===== config.mk =====
export PLATFORM = sky130hd
export DESIGN_NAME = addr_latch
export DESIGN_NICKNAME = d
export VERILOG_FILES = /design/src/rtl/al_pkg.sv /design/src/rtl/al_mode_dec.sv /design/src/rtl/al_addr_dec.sv /design/src/rtl/al_bit_cell.sv /design/src/rtl/addr_latch.sv
export SDC_FILE = /design/constraint.sdc
export NUM_CORES = 1
export LEC_CHECK = 0
export ABC_AREA = 0
export BUFFER_PORTS_ARGS = -buffer_cell sky130_fd_sc_hd__buf_2
export CAP_MARGIN = 20
export CORE_AREA = 2 2 39 41
export CTS_CLUSTER_DIAMETER = 200
export DETAILED_ROUTE_END_ITERATION = 6
export DIE_AREA = 0 0 41 43
export GPL_ROUTABILITY_DRIVEN = 0
export SLEW_MARGIN = 20
export SYNTH_ARGS = -nofsm -noshare
export SYNTH_HDL_FRONTEND = slang
export SYNTH_HIERARCHICAL = 1
export SYNTH_SLANG_ARGS = --single-unit

===== constraint.sdc =====
create_clock -name clk_i -period 2.1 [get_ports clk_i]
set_input_delay 0.315 -clock clk_i [delete_from_list [all_inputs] [get_ports clk_i]]
set_output_delay 0.315 -clock clk_i [all_outputs]
set_load 0.03 [all_outputs]

===== src/rtl/al_pkg.sv =====
package al_pkg;
  typedef enum logic [1:0] {
    MODE_WRITE = 2'd0,
    MODE_HOLD  = 2'd1,
    MODE_DEMUX = 2'd2,
    MODE_CLEAR = 2'd3
  } al_mode_e;
endpackage


===== src/rtl/al_mode_dec.sv =====
module al_mode_dec
  import al_pkg::*;
(
  input  logic     wr_inhibit_i,
  input  logic     master_clr_i,
  output al_mode_e mode_o
);
  always_comb begin
    unique case ({master_clr_i, wr_inhibit_i})
      2'b00:   mode_o = MODE_WRITE;
      2'b01:   mode_o = MODE_HOLD;
      2'b10:   mode_o = MODE_DEMUX;
      default: mode_o = MODE_CLEAR;
    endcase
  end
endmodule


===== src/rtl/al_addr_dec.sv =====
module al_addr_dec #(
  parameter int unsigned ADDR_W = 3,
  localparam int unsigned N_BITS = 1 << ADDR_W
) (
  input  logic [ADDR_W-1:0] addr_i,
  output logic [N_BITS-1:0] sel_o
);
  for (genvar k = 0; k < N_BITS; k++) begin : g_sel
    assign sel_o[k] = (addr_i == ADDR_W'(k));
  end
endmodule


===== src/rtl/al_bit_cell.sv =====
module al_bit_cell
  import al_pkg::*;
(
  input  logic     clk_i,
  input  logic     rst_ni,
  input  al_mode_e mode_i,
  input  logic     sel_i,
  input  logic     data_i,
  output logic     q_o
);
  logic q_d;

  always_comb begin
    unique case (mode_i)
      MODE_WRITE: q_d = sel_i ? data_i : q_o;
      MODE_HOLD:  q_d = q_o;
      MODE_DEMUX: q_d = sel_i & data_i;
      default:    q_d = 1'b0;
    endcase
  end

  always_ff @(posedge clk_i or negedge rst_ni) begin
    if (!rst_ni) q_o <= 1'b0;
    else         q_o <= q_d;
  end
endmodule


===== src/rtl/addr_latch.sv =====
module addr_latch
  import al_pkg::*;
#(
  parameter int unsigned ADDR_W = 3,
  localparam int unsigned N_BITS = 1 << ADDR_W
) (
  input  logic              clk_i,
  input  logic              rst_ni,
  input  logic [ADDR_W-1:0] addr_i,
  input  logic              data_i,
  input  logic              wr_inhibit_i,
  input  logic              master_clr_i,
  output logic [N_BITS-1:0] q_o
);
  al_mode_e          mode;
  logic [N_BITS-1:0] sel;

  al_mode_dec u_mode (
    .wr_inhibit_i(wr_inhibit_i),
    .master_clr_i(master_clr_i),
    .mode_o      (mode)
  );

  al_addr_dec #(.ADDR_W(ADDR_W)) u_addr (
    .addr_i(addr_i),
    .sel_o (sel)
  );

  for (genvar k = 0; k < N_BITS; k++) begin : g_bit
    al_bit_cell u_cell (
      .clk_i (clk_i),
      .rst_ni(rst_ni),
      .mode_i(mode),
      .sel_i (sel[k]),
      .data_i(data_i),
      .q_o   (q_o[k])
    );
  end
endmodule


Word level (Yosys, flattened, before mapping)
Index checks and enable logic that the tools add are counted.
- flip-flop bits (word level): 8
- logic and storage cells: 64
- equality and inequality tests: 19
- muxes and demuxes: 17
- bitwise logic cells: 9
- reductions and logical operators: 11
- operators with widths (cell ; count):
    $pmux 1 s3 ; 8
    $ne 2x1->1 const B ; 8
    $reduce_and 2->1 ; 8
    $eq 3x3->1 const B ; 4
    $and 1x1->1 ; 8
    $mux 1 ; 8
    $eq 3x2->1 const B ; 2
    $pmux 2 s3 ; 1
    $eq 2x1->1 const B ; 2
    $eq 2x2->1 const B ; 2
    $logic_not 2->1 ; 2
    $eq 3x1->1 const B ; 1
    $logic_not 3->1 ; 1
    $not 1->1 ; 1

Longest topological paths before layout
- depth in word-level cells: 5
- mapped depth: 3
- depth with buffers taken out: 3

Cells and area by module
The synthesis kept the hierarchy.
- by module, submodules not included (module ; instances ; cells each ; area an instance (sq um) ; sequential area each (sq um)):
    al_bit_cell ; 8 ; 4 ; 52.6 ; 25.0
    al_addr_dec ; 1 ; 8 ; 65.1 ; 0.0
    al_mode_dec ; 1 ; 2 ; 7.5 ; 0.0

Worst setup path before layout
OpenSTA, ideal clock, no wires.
- path kind: flip-flop to flip-flop
- from: reg, netlist name g_bit[3].u_cell/q_o
- to: reg g_bit[3].u_cell.q_o
- setup time: 0.125 ns
- data arrival time: 0.884 ns
- required time: 1.975 ns
- slack: 1.091 ns
- stages on the path, launching flop included: 3
- path buffers: 0
- cells stage by stage: dfrtp_1 > nor2b_1 > mux2_4
- RTL lines (element ; line ; source):
    end signal: assignment ; al_bit_cell.sv:24 ; else q_o <= q_d;
    end: declaration ; al_bit_cell.sv:9 ; output logic q_o

Worst setup path in the final report
- from: reg g_bit[2].u_cell.q_o
- to: out q_o[2]
- RTL lines (element ; line ; source):
    start: declaration ; al_bit_cell.sv:9 ;
    start signal: assignment ; al_bit_cell.sv:24 ;
    end: declaration ; addr_latch.sv:13 ; output logic [N_BITS-1:0] q_o
No word-level cell between the ends.

==> results.toml <==
[grt]
grt_pass1_wl_mm = 1.12
grt_overflow_total = 0
first_global_vias = 282
grt_max_degree = 9
antenna_found_initial = 0
grt_use_total_pct = 10.0

[die]
die_x_um = 41
fp.dieH_um = 43
core_um2 = 1380
initial_utilization_pct = 35.6
die_area_um2 = 1760
ios = 16
rows = 14

[logic_synthesis]
syn-cell-area_um2 = 493
syn_nets = 50
syn_avg_cell_area_um2 = 11.7
seq_area_frac_synth_pct = 40.6
synth_seq_cells = 8
yosysUniqueCellTypes = 9
yosysWarnings = 6
synthCells = 42

[critical_path]
cpMaxStageDelayCell = "dfrtp_1"
path_depth = 1
r2r.worst_path.cells = 2
critical-path-top-delay-family = "flip-flops"
crit_start = "g_bit[2].u_cell/q_o"
path_class = "reg2out"
cp_max_fo = 2
cp-start-kind = "flip-flop"
r2r_slack_ps = 1230
required_ps = 1780
endpoint = "q_o[2]"
cp_slowest_stage_delay_ps = 360
cp-end-kind = "output port"
crit_arrival_ps = 790
path_cells = "buf_2"
r2r-end = "g_bit[5].u_cell/q_o"
reg2reg_from = "g_bit[5].u_cell/q_o"
timing.critical_path.buf_inv = 1

[clock_tree]
cts_buffers = 3
cts_setup_buffers = 0
cts_tree = "yes"
clock-root-buffer = "clkbuf_4"
worst_setup_hold_path_clk_slew_ps = 50
ctsResizeCount = 0
clockBufferDepth = 2
clock_latency_ps = 240
ctsHoldBuffers = 1
htree_levels = 1
clock-sinks = 8

[final_layout]
nNetsFinal = 69
antenna_cells = 0
final_cell_mix = "15 x buf_2, 8 x nor2b_1, 8 x nand2b_1, 8 x mux2_4, 8 x dfrtp_1"
fin_cells = 75
top_register = "g_bit.u_cell/q_o"
fillers = 132
final_common_cell = "buf_2"
largest_reg_flops = 8
post-route-util_pct = 44.3
reg_top3 = "g_bit.u_cell/q_o (8)"
syn2layout_area_growth_pct = 24.4
drive_gt1_share_pct = 50.8

[timing]
finalSetupViolCount = 0
skew_ps = 0
rsz0062_at_grt = "false"
max_slew_margin_pct = 87.8
maxSlewViolCount = 0
fmax_mhz = 909
finalHoldViolations = 0
post-route-period-util_pct = 52.4
setup_tns_ps = 0
finalCriticalPeriod_ps = 1100
worst_slew_pin_slew_ps = 183

[detailed_routing]
routedWlPerCell_um = 10.1
ant_nets = 0
drt-vias-per-instance = 4.29
drtIter0Drc = 1
vias = 322
drc = 0
wl_um = 760
dr.pass1.iters = 3

[power]
power_leakage_nw = 0.331
power.density_nw_per_um2 = 541
ir_drop_mv = 0.156

[run_status]
status = "finished clean"

[placement]
numPlacedInstances = 71
dp_hpwl_um = 608
port_buffers = 15

[flow_run]
maxCapViolCount = 0

[hold_path]
min_path_type = "in2reg"
-- area by class of cell --
type	instances	area, µm²	share of cell area [%]
clock buffer	3	22.5	3.67
sequential	8	200	32.7
multi-input combinational	32	285	46.5
timing repair buffer	16	85.1	13.9
tap	16	20.0	3.27
-- kinds of logic (layout without fill, tap and decap cells) --
family        after synthesis  count (layout)  synth area share (%)
simple gates               24              24                  33.5
mux                         8               8                  24.4
flops                       8               8                  40.6
buf+inv                     2              19                  1.52
-- where the power goes --
part / switching [mW] / internal (mW) / total [mW]
clock: 0.0457 / 0.0649 / 0.111
sequential: 0.00186 / 0.160 / 0.162
combinational: 0.0317 / 0.0275 / 0.0592
-- per-layer routing --
metal | GRT usage (%) | up-vias | share of wire (%)
met5 | 0 | - | 0
met1 | 13.2 | 138 | 49
met2 | 11.9 | 9 | 46
met4 | 12.0 | 0 | 0
li1 | - | 175 | -
met3 | 1.57 | 0 | 4.1
-- synthesized netlist by cell type, drive strengths merged --
| library cell | number | share of area (%) |
|---|---|---|
| and3 | 1 | 1.5 |
| and3b | 3 | 6.1 |
| clkbuf | 2 | 1.5 |
| dfrtp | 8 | 41 |
| mux2 | 8 | 24 |
| nand2b | 8 | 10 |
| nor2b | 8 | 10 |
| nor3 | 1 | 1.0 |
| nor3b | 3 | 4.6 |
-- worst min-delay path by stage --
| stage | from | endpoint | slack [ps] | cells after the start |
|---|---|---|---|---|
| floorplan | rst_ni | g_bit[0].u_cell/q_o | 20 | 0 |
| global placement | rst_ni | g_bit[5].u_cell/q_o | 160 | 1 |
| detailed placement | rst_ni | g_bit[5].u_cell/q_o | 160 | 1 |
| CTS | data_i | g_bit[5].u_cell/q_o | 410 | 2 |
| global route | data_i | g_bit[0].u_cell/q_o | 420 | 2 |
| finish | data_i | g_bit[1].u_cell/q_o | 420 | 2 |
-- per-stage QoR --
step	setup WS, ps	hold WS [ps]	total power, mW	area (µm²)
floorplan	1090	19.4	0.201	493
global placement	907	160	0.222	581
detailed placement	918	161	0.223	581
CTS	984	411	0.338	613
global route	954	422	0.354	613
finish	1000	416	0.332	613
No activity file was read; power rests on OpenSTA's default activity.
